### config.mk
export PLATFORM = sky130hd
export DESIGN_NAME = pix_trim_stage
export DESIGN_NICKNAME = d
export VERILOG_FILES = /design/src/rtl/pix_trim_pkg.sv /design/src/rtl/pix_trim_regs.sv /design/src/rtl/pix_trim_offset.sv /design/src/rtl/pix_trim_gain.sv /design/src/rtl/pix_trim_stage.sv
export SDC_FILE = /design/constraint.sdc
export NUM_CORES = 1
export LEC_CHECK = 0
export ABC_AREA = 1
export BUFFER_PORTS_ARGS = -buffer_cell sky130_fd_sc_hd__buf_2
export CAP_MARGIN = 40
export CORE_ASPECT_RATIO = 0.8
export CORE_UTILIZATION = 48
export DETAILED_ROUTE_END_ITERATION = 8
export PLACE_DENSITY = 0.74
export SYNTH_ARGS = -nofsm -noshare
export SYNTH_HDL_FRONTEND = slang
export SYNTH_SLANG_ARGS = --single-unit
### constraint.sdc
create_clock -name clk -period 11 [get_ports clk]
set_input_delay 1.65 -clock clk [delete_from_list [all_inputs] [get_ports clk]]
set_output_delay 1.65 -clock clk [all_outputs]
set_load 0.01 [all_outputs]
### src/rtl/pix_trim_pkg.sv
package pix_trim_pkg;
   localparam int CODE_W = 8;
   localparam int TAG_W  = 2;
   typedef enum logic [TAG_W-1:0] {
      TAG_RED  = 2'd0,
      TAG_GRN  = 2'd1,
      TAG_BLU  = 2'd2,
      TAG_NONE = 2'd3
   } chan_tag_e;
endpackage

### src/rtl/pix_trim_regs.sv
module pix_trim_regs
   import pix_trim_pkg::*;
#(
   parameter int NCH = 3
) (
   input  logic              clk,
   input  logic              rst_n,
   input  logic              cfg_we,
   input  logic [TAG_W-1:0]  cfg_ch,
   input  logic              cfg_is_gain,
   input  logic [CODE_W-1:0] cfg_code,
   input  logic [TAG_W-1:0]  rd_ch,
   output logic [CODE_W-1:0] rd_ofs,
   output logic [CODE_W-1:0] rd_gain
);
   logic [CODE_W-1:0] ofs_q  [NCH];
   logic [CODE_W-1:0] gain_q [NCH];

   for (genvar g = 0; g < NCH; g++) begin : g_chan
      always_ff @(posedge clk) begin
         if (!rst_n) begin
            ofs_q[g]  <= '0;
            gain_q[g] <= '0;
         end else if (cfg_we && cfg_ch == TAG_W'(g)) begin
            if (cfg_is_gain) gain_q[g] <= cfg_code;
            else             ofs_q[g]  <= cfg_code;
         end
      end

      // a register only changes on a write addressed to it
      p_hold_ofs_r9: assert property (@(posedge clk) disable iff (!rst_n)
         !(cfg_we && cfg_ch == TAG_W'(g) && !cfg_is_gain) |=> $stable(ofs_q[g]));
      p_hold_gain_r9: assert property (@(posedge clk) disable iff (!rst_n)
         !(cfg_we && cfg_ch == TAG_W'(g) && cfg_is_gain) |=> $stable(gain_q[g]));
   end

   // unmapped tags read as zero offset and unity gain
   always_comb begin
      rd_ofs  = '0;
      rd_gain = '0;
      for (int i = 0; i < NCH; i++) begin
         if (rd_ch == TAG_W'(i)) begin
            rd_ofs  = ofs_q[i];
            rd_gain = gain_q[i];
         end
      end
   end
endmodule

### src/rtl/pix_trim_offset.sv
module pix_trim_offset
   import pix_trim_pkg::*;
#(
   parameter int DATA_W    = 10,
   parameter int OFS_SHIFT = 2
) (
   input  logic              clk,
   input  logic              rst_n,
   input  logic              in_valid,
   input  logic [DATA_W-1:0] in_data,
   input  logic [TAG_W-1:0]  in_ch,
   input  logic [CODE_W-1:0] ofs_code,
   input  logic [CODE_W-1:0] gain_code,
   output logic              s1_valid,
   output logic [DATA_W-1:0] s1_adj,
   output logic [TAG_W-1:0]  s1_ch,
   output logic [CODE_W-1:0] s1_gain
);
   localparam int SW = DATA_W + 2;
   localparam logic signed [SW-1:0] MAXV = SW'((1 << DATA_W) - 1);

   logic [SW-1:0]        mag;
   logic signed [SW-1:0] sum;
   logic [DATA_W-1:0]    adj;

   if (OFS_SHIFT == 0) begin : g_noshift
      assign mag = SW'(ofs_code[CODE_W-2:0]);
   end else begin : g_shift
      assign mag = SW'(ofs_code[CODE_W-2:0]) << OFS_SHIFT;
   end

   always_comb begin
      if (ofs_code[CODE_W-1]) sum = $signed(SW'(in_data)) - $signed(mag);
      else                    sum = $signed(SW'(in_data)) + $signed(mag);
      if (sum < 0)          adj = '0;
      else if (sum > MAXV)  adj = MAXV[DATA_W-1:0];
      else                  adj = sum[DATA_W-1:0];
   end

   // offset and gain code are captured together: no torn settings
   always_ff @(posedge clk) begin
      if (!rst_n) begin
         s1_valid <= 1'b0;
         s1_adj   <= '0;
         s1_ch    <= '0;
         s1_gain  <= '0;
      end else begin
         s1_valid <= in_valid;
         s1_adj   <= adj;
         s1_ch    <= in_ch;
         s1_gain  <= gain_code;
      end
   end

   p_zero_ofs_r2: assert property (@(posedge clk) disable iff (!rst_n)
      (in_valid && ofs_code[CODE_W-2:0] == '0) |=> s1_adj == $past(in_data));
   p_pos_grows_r1: assert property (@(posedge clk) disable iff (!rst_n)
      (in_valid && !ofs_code[CODE_W-1]) |=> s1_adj >= $past(in_data));
   p_neg_shrinks_r1: assert property (@(posedge clk) disable iff (!rst_n)
      (in_valid && ofs_code[CODE_W-1]) |=> s1_adj <= $past(in_data));
   p_stage1_valid_r8: assert property (@(posedge clk) disable iff (!rst_n)
      in_valid |=> s1_valid);
endmodule

### src/rtl/pix_trim_gain.sv
module pix_trim_gain
   import pix_trim_pkg::*;
#(
   parameter int DATA_W = 10,
   parameter bit ROUND  = 1'b1
) (
   input  logic              clk,
   input  logic              rst_n,
   input  logic              s1_valid,
   input  logic [DATA_W-1:0] s1_adj,
   input  logic [TAG_W-1:0]  s1_ch,
   input  logic [CODE_W-1:0] s1_gain,
   output logic              out_valid,
   output logic [DATA_W-1:0] out_data,
   output logic [TAG_W-1:0]  out_ch
);
   localparam int PW = DATA_W + 12;
   localparam int QW = PW - 8;
   localparam logic [QW-1:0] MAXQ = QW'((1 << DATA_W) - 1);

   logic [PW-1:0] bias;
   logic [PW-1:0] prod;
   logic [QW-1:0] q;
   logic [DATA_W-1:0] sat;

   if (ROUND) begin : g_round
      assign bias = PW'(128);
   end else begin : g_trunc
      assign bias = '0;
   end

   // x*(1 + g/51.2) == (x*256 + x*g*5) / 256
   assign prod = (PW'(s1_adj) << 8) + PW'(s1_adj) * PW'(s1_gain) * PW'(5) + bias;
   assign q    = prod[PW-1:8];

   always_comb begin
      if (q > MAXQ) sat = MAXQ[DATA_W-1:0];
      else          sat = q[DATA_W-1:0];
   end

   always_ff @(posedge clk) begin
      if (!rst_n) begin
         out_valid <= 1'b0;
         out_data  <= '0;
         out_ch    <= '0;
      end else begin
         out_valid <= s1_valid;
         out_data  <= sat;
         out_ch    <= s1_ch;
      end
   end

   p_unity_r4: assert property (@(posedge clk) disable iff (!rst_n)
      (s1_valid && s1_gain == '0) |=> out_data == $past(s1_adj));
   p_no_shrink_r6: assert property (@(posedge clk) disable iff (!rst_n)
      s1_valid |=> out_data >= $past(s1_adj));
   p_valid_on_r8: assert property (@(posedge clk) disable iff (!rst_n)
      s1_valid |=> out_valid);
   p_valid_off_r8: assert property (@(posedge clk) disable iff (!rst_n)
      !s1_valid |=> !out_valid);
   p_tag_r8: assert property (@(posedge clk) disable iff (!rst_n)
      s1_valid |=> out_ch == $past(s1_ch));
endmodule

### src/rtl/pix_trim_stage.sv
module pix_trim_stage
   import pix_trim_pkg::*;
#(
   parameter int DATA_W    = 10,
   parameter int OFS_SHIFT = 2,
   parameter bit ROUND     = 1'b1
) (
   input  logic              clk,
   input  logic              rst_n,
   input  logic              in_valid,
   input  logic [DATA_W-1:0] in_data,
   input  logic [1:0]        in_ch,
   input  logic              cfg_we,
   input  logic [1:0]        cfg_ch,
   input  logic              cfg_is_gain,
   input  logic [7:0]        cfg_code,
   output logic              out_valid,
   output logic [DATA_W-1:0] out_data,
   output logic [1:0]        out_ch
);
   localparam int NCH = 3;

   if (DATA_W < 8 || DATA_W > 16) begin : g_bad_width
      $error("pix_trim_stage: DATA_W must lie in 8..16");
   end
   if (OFS_SHIFT < 0 || OFS_SHIFT + CODE_W - 1 > DATA_W) begin : g_bad_shift
      $error("pix_trim_stage: scaled offset magnitude must fit in DATA_W");
   end

   logic [CODE_W-1:0] rd_ofs, rd_gain;
   logic              s1_valid;
   logic [DATA_W-1:0] s1_adj;
   logic [TAG_W-1:0]  s1_ch;
   logic [CODE_W-1:0] s1_gain;

   pix_trim_regs #(.NCH(NCH)) u_regs (
      .clk(clk), .rst_n(rst_n),
      .cfg_we(cfg_we), .cfg_ch(cfg_ch), .cfg_is_gain(cfg_is_gain), .cfg_code(cfg_code),
      .rd_ch(in_ch), .rd_ofs(rd_ofs), .rd_gain(rd_gain)
   );

   pix_trim_offset #(.DATA_W(DATA_W), .OFS_SHIFT(OFS_SHIFT)) u_offset (
      .clk(clk), .rst_n(rst_n),
      .in_valid(in_valid), .in_data(in_data), .in_ch(in_ch),
      .ofs_code(rd_ofs), .gain_code(rd_gain),
      .s1_valid(s1_valid), .s1_adj(s1_adj), .s1_ch(s1_ch), .s1_gain(s1_gain)
   );

   pix_trim_gain #(.DATA_W(DATA_W), .ROUND(ROUND)) u_gain (
      .clk(clk), .rst_n(rst_n),
      .s1_valid(s1_valid), .s1_adj(s1_adj), .s1_ch(s1_ch), .s1_gain(s1_gain),
      .out_valid(out_valid), .out_data(out_data), .out_ch(out_ch)
   );

   // tag 3 carries no correction through the pipeline
   p_none_pass_r7: assert property (@(posedge clk) disable iff (!rst_n)
      (in_valid && in_ch == TAG_NONE) |=> (s1_adj == $past(in_data) && s1_gain == '0));
endmodule

### Word level (Yosys, flattened, before mapping)

Memories as Yosys holds them, arrays and structs flattened.
Index checks and enable logic that the tools add are counted.

* register bits after elaboration: 34
* memory bits (writable): 48
* word-level logic and storage cells: 71
* memories kept: 2

Memory list
* u_regs.gain_q: depth 3, bits a word 8, rd ports 3, clocked after Yosys merged registers in 0, write ports 3, line pix_trim_regs.sv:17 `logic [CODE_W-1:0] gain_q [NCH];`
* u_regs.ofs_q: depth 3, bits a word 8, rd ports 3, clocked after Yosys merged registers in 0, write ports 3, line pix_trim_regs.sv:16 `logic [CODE_W-1:0] ofs_q [NCH];`

* add/subtract/negate cells: 4
* $mul: 2
* magnitude comparators: 3
* equality and inequality tests: 4
* multiplexer cells: 36
* bitwise logic cells: 7
* reduce and logical (&&, ||, !) cells: 6

Operators with widths (count)
* 2-to-1 mux 8 bit: 12
* adder 18 x 21 -> 22 bit: 1
* adder 22 x 8 -> 22 bit, second input constant: 1
* multiplier 18 x 3 -> 21 bit, second input constant: 1
* 2-to-1 mux 1 bit: 21
* 2-to-1 mux 10 bit: 2
* multiplier 10 x 8 -> 18 bit: 1
* > comparator 14 x 10 -> 1 bit, second input constant: 1
* > comparator 12 x 11 -> 1 bit, second input constant: 1
* less-than comparator 12 x 1 -> 1 bit, second input constant: 1
* 2-to-1 mux 12 bit: 1
* adder 10 x 9 -> 11 bit: 1
* subtractor 10 x 9 -> 11 bit: 1
* OR 1 bit: 6
* equality test 2 x 1 -> 1 bit, second input constant: 2
* equality test 2 bit, second input constant: 2
* logical NOT 2 bit: 2
* logical AND 1 bit: 3
* OR reduction 2 bit: 1
* NOT 1 bit: 1

### Longest topological paths before layout

* depth after elaboration: 8
* depth in mapped cells: 33
* depth with buffers taken out: 32

### Hierarchy

Synthesis repeated with hierarchy kept, for this count alone.

* cells, all modules: 1046
* area total of the unflattened synthesis: 8035.2 µm²

Modules (own cells, without submodules)
* pix_trim_gain: instances 1, cells an instance 655, area an instance 4568.1 µm²
* pix_trim_regs: instances 1, cells an instance 203, area an instance 2160.8 µm²
* pix_trim_offset: instances 1, cells an instance 188, area an instance 1306.3 µm²

### Worst setup path before layout

OpenSTA, ideal clock, no wires.

* path type: reg2reg
* from: register u_offset.s1_gain[7]
* to: register u_gain.out_data[0]
* setup time: 0.143 ns
* data arrival time: 6.151 ns
* path slack: 4.705 ns
* cell stages (with the launch flop): 32
* buffers on the path: 1
* clock period less this slack: 6.295 ns
* cell sequence: dfxtp_1 clkbuf_1 nand2_1 fa_1 fa_1 inv_1 fa_1 inv_1 fa_1 inv_1 ha_1 a21oi_1 o21ai_1 a21oi_1 o21ai_1 a21oi_2 xnor2_1 ha_1 inv_1 fa_1 inv_1 ha_1 nand2_1 nand2_1 nand3_1 nand2_1 a21oi_1 nand2_1 nand2_1 nand3_4 nor2_8 a21oi_2

* cells in the longest elaborated chain, start to end: 6

Ends and longest elaborated chain
* start, declared: line pix_trim_offset.sv:17 `output logic [CODE_W-1:0] s1_gain`
* start signal, assigned: line pix_trim_offset.sv:51 `s1_gain <= gain_code;`
* multiplier 10 x 8 -> 18 bit (*): line pix_trim_gain.sv:33 `assign prod = (PW'(s1_adj) << 8) + PW'(s1_adj) * PW'(s1_gain) * PW'(5) + bias;`
* multiplier 18 x 3 -> 21 bit (*): line pix_trim_gain.sv:33
* adder 18 x 21 -> 22 bit (*): line pix_trim_gain.sv:33
* adder 22 x 8 -> 22 bit (*): line pix_trim_gain.sv:33
* > comparator 14 x 10 -> 1 bit: line pix_trim_gain.sv:37 `if (q > MAXQ) sat = MAXQ[DATA_W-1:0];`
* 2-to-1 mux 10 bit (*): line pix_trim_gain.sv:37
* end signal, assigned: line pix_trim_gain.sv:48 `out_data <= sat;`
* end, declared: line pix_trim_gain.sv:14 `output logic [DATA_W-1:0] out_data,`

Every way passes the cells marked *; elsewhere a longest branch is shown, timed or not.
A chain may end at the register's enable or synchronous reset.

### Final worst setup path

* from: register u_offset.s1_adj[0]
* to: register u_gain.out_data[2]

* cells in the longest elaborated chain, start to end: 6

Ends and longest elaborated chain
* start, declared: line pix_trim_offset.sv:15 `output logic [DATA_W-1:0] s1_adj,`
* start signal, assigned: line pix_trim_offset.sv:49 `s1_adj <= adj;`
* multiplier 10 x 8 -> 18 bit: line pix_trim_gain.sv:33
* multiplier 18 x 3 -> 21 bit: line pix_trim_gain.sv:33
* adder 18 x 21 -> 22 bit (*): line pix_trim_gain.sv:33
* adder 22 x 8 -> 22 bit (*): line pix_trim_gain.sv:33
* > comparator 14 x 10 -> 1 bit: line pix_trim_gain.sv:37
* 2-to-1 mux 10 bit (*): line pix_trim_gain.sv:37

Marks and branches as above.

==> impl_metrics.env <==
export IMPL_area_growth_pct=8.10
export IMPL_report_final_setup_viol=0
export IMPL_maxSlewViolCount=0
export IMPL_clk_transition_reported_paths_ps=60
export IMPL_postSynth_topFlopCell="edfxtp_1"
export IMPL_tightest_slew_ps=760
export IMPL_placed_cells=1249
export IMPL_slew_limit_headroom_pct=49.2
export IMPL_place_ws_ps=4120
export IMPL_synthArstFlopShare_pct=0
export IMPL_gr_total_overflow=0
export IMPL_combPwrFrac_pct=48.2
export IMPL_syn_area_per_cell_um2=7.87
export IMPL_floorplan_die_width_um=147
export IMPL_drcViolationCount=0
export IMPL_internal_power_w=0.000794
export IMPL_timing_critical_path_required_ps=11210
export IMPL_hold_buffers=0
export IMPL_cts_setup_buffers=0
export IMPL_top_library_cells_by_usage_in_the_layout_fill_and_taps_aside="inv_1, nand2_1, nor2_1, ha_1, fa_1"
export IMPL_mostFrequentLayoutCell="inv_1"
export IMPL_std_cell_rows=41
export IMPL_finish_net_count=1218
export IMPL_grt_start_max_net_pins=27
export IMPL_fin_crit_ps=6960
export IMPL_critPathLaunchType="flip-flop"
export IMPL_grt_usage_pct=21.1
export IMPL_finalHoldViolations=0
export IMPL_critical_path_arrival_ps=7170
export IMPL_power_frac_clock_pct=23.2
export IMPL_drt_iter0_drc=409
export IMPL_seqPwrFrac_pct=28.6
export IMPL_fp_dieH_um=118
export IMPL_synthesis_instances=1024
export IMPL_setup_repair_after_global_routing_missed_its_margin="false"
export IMPL_ys_top_cells_by_area="edfxtp_1, fa_1, ha_1"
export IMPL_post_cts_resized_instances=0
export IMPL_routabilityCongestion=0.943
export IMPL_totalWireLength_um=16700
export IMPL_max_cap_viol_count=0
export IMPL_ys_warn_count=0
export IMPL_wire_per_inst_um=13.2
export IMPL_detail_route_antenna_nets=0
export IMPL_synthDominantAreaCellType="edfxtp_1"
export IMPL_power_switching_w=0.000582
export IMPL_path_type_of_the_worst_min_delay_path="flip-flop to flip-flop"
export IMPL_crit_path_max_incr_delay_ps=600
export IMPL_detail_route_vias_per_cell=5.00
export IMPL_io_buffer_count=39
export IMPL_design_die_area_mm2=0.0173
export IMPL_first_global_vias=6291
export IMPL_final_cells=1265
export IMPL_worstPathBufferInverterCount=5
export IMPL_sequential_element_share_of_the_synthesized_area_pct=26.3
export IMPL_share_of_yosys_cell_area_claimed_by_the_top_area_cell_type_pct=17.9
export IMPL_cts_made_buffers=9
export IMPL_setup_tns_ps=0
export IMPL_final_setup_slack_of_the_worst_path_ps=4040
export IMPL_timing_fmax_ghz=0.144
export IMPL_dp_hpwl_um=13100
export IMPL_cpMaxStageDelayCell="dfxtp_1"
export IMPL_criticalPathCategory="flip-flop to flip-flop"
export IMPL_power_share_switching_pct=42.3
export IMPL_post_route_period_util_pct=63.3
export IMPL_synth_enable_flop_cells=48
export IMPL_htreeDepth=3
export IMPL_run_status="finished, final reports clean"
export IMPL_core_area_mm2=0.0161
export IMPL_ys_types=45
export IMPL_worstSetupEndpointType="flip-flop"
export IMPL_clock_root_buffer="clkbuf_16"
export IMPL_timing_clock_skew_ps=10.6
export IMPL_antenna_violations_before_repair=0
export IMPL_synth_seq_cells=82
export IMPL_synthesis_area_mm2=0.00806
export IMPL_vdd_ir_drop_max_mv=0.111
export IMPL_critPathMaxFanout=10
export IMPL_power_per_cell_area_mw_per_mm2=158
export IMPL_synth_fp_nets=1197
export IMPL_cts_tree="built"
export IMPL_drt_first_pass_iters=4
export IMPL_io_pins=40
export IMPL_diodes=0
export IMPL_post_route_cells_drive_above_1_share_pct=10.4
export IMPL_critical_path_top_delay_family="adder cells"
export IMPL_leakagePower_nw=5.04
export IMPL_insertion_delay_ps=360
export IMPL_starting_utilization_of_the_core_area_pct=50.1
export IMPL_global_route_wire_length_before_repair_um=29400
export IMPL_routed_via_count=6325
export IMPL_cts_sinks=82
export IMPL_clockBufferDepth=2
[through the flow]
step                      hold WS [ps]  util, %  total power, W  area [µm²]
after floorplan                    390        -        0.000914        8060
after global placement             392     52.0         0.00105        8380
after detailed placement           399     52.1         0.00106        8400
after CTS                          414     54.1         0.00138        8720
after global routing               445     54.1         0.00149        8720
final                              411     54.1         0.00138        8720
[worst paths after layout]
| check | start | to | slack [ps] | cells after the start |
|---|---|---|---|---|
| max reg2reg | u_offset.s1_adj[0] | u_gain.out_data[2] | 4040 | 28 |
| max | u_offset.s1_adj[0] | u_gain.out_data[2] | 4040 | 28 |
| min reg2reg | u_offset.s1_ch[0] | u_gain.out_ch[0] | 410 | 2 |
| min | u_offset.s1_ch[0] | u_gain.out_ch[0] | 410 | 2 |
[cell usage after synthesis, types with 3 or more instances]
cell type	number
a21oi_1	40
a21oi_2	15
a221oi_1	5
a31oi_1	4
buf_2	3
buf_6	3
clkbuf_1	25
dfxtp_1	34
edfxtp_1	48
fa_1	61
ha_1	85
inv_1	246
inv_2	5
nand2_1	208
nand2_2	10
nand2_4	4
nand3_1	35
nand3_2	3
nand4_1	10
nor2_1	89
nor3_1	5
o21ai_0	14
o21ai_1	11
o21bai_1	5
or2_2	3
xnor2_1	13
xor2_1	15
[layer usage]
metal,global-route usage [%],part of all wire (%),routed length (µm),up-vias
met2,34.0,45,7460,179
met5,0,0,0,-
met4,6.44,1.5,247,0
li1,-,-,-,3179
met1,28.8,48,7920,2938
met3,3.72,6.1,1020,29
[state kept, by name (all words and copies together), names as in the netlist, 2 cells and up]
| signal | flops |
|---|---|
| u_offset.s1_adj | 10 |
| u_gain.out_ch | 2 |
| u_offset.s1_ch | 2 |
| u_gain.out_data | 10 |
| u_regs.gain_q | 24 |
| u_regs.ofs_q | 24 |
| u_offset.s1_gain | 8 |
[power by group through the flow]
stage	logic, W	registers [W]	clock network [W]
floorplan	0.000529	0.000384	0
global placement	0.000646	0.000399	0
detailed placement	0.000659	0.000400	0
CTS	0.000665	0.000393	0.000323
global route	0.000760	0.000399	0.000335
finish	0.000663	0.000394	0.000319
[cells by family after synthesis]
| group | synth area share (%) |
|---|---|
| adder cells (fa/ha/maj) | 28.3 |
| buffers and inverters | 13.6 |
| AO/OA/AOI/OAI | 7.73 |
| flip-flops | 26.3 |
| XOR/XNOR | 3.04 |
| AND/OR/NAND/NOR | 21.0 |
[final cells by class]
type / instances / area (µm²)
Fill cell: 1535 / 7390
Multi-Input combinational cell: 658 / 4840
Sequential cell: 82 / 2120
Inverter: 251 / 942
Tap cell: 215 / 269
Clock buffer: 9 / 225
Timing Repair Buffer: 43 / 220
Clock inverter: 7 / 92.6
[worst register-to-register path, delay by kind of cell, from the launching register on]
| kind | cells | cell delay (ps) |
|---|---|---|
| xor+xnor | 1 | 100 |
| flops | 1 | 600 |
| fa+ha+maj | 8 | 3470 |
| compound gates | 8 | 1450 |
| simple gates | 6 | 960 |
| buf+inv | 5 | 230 |
Power figures use the tool's default switching activity.
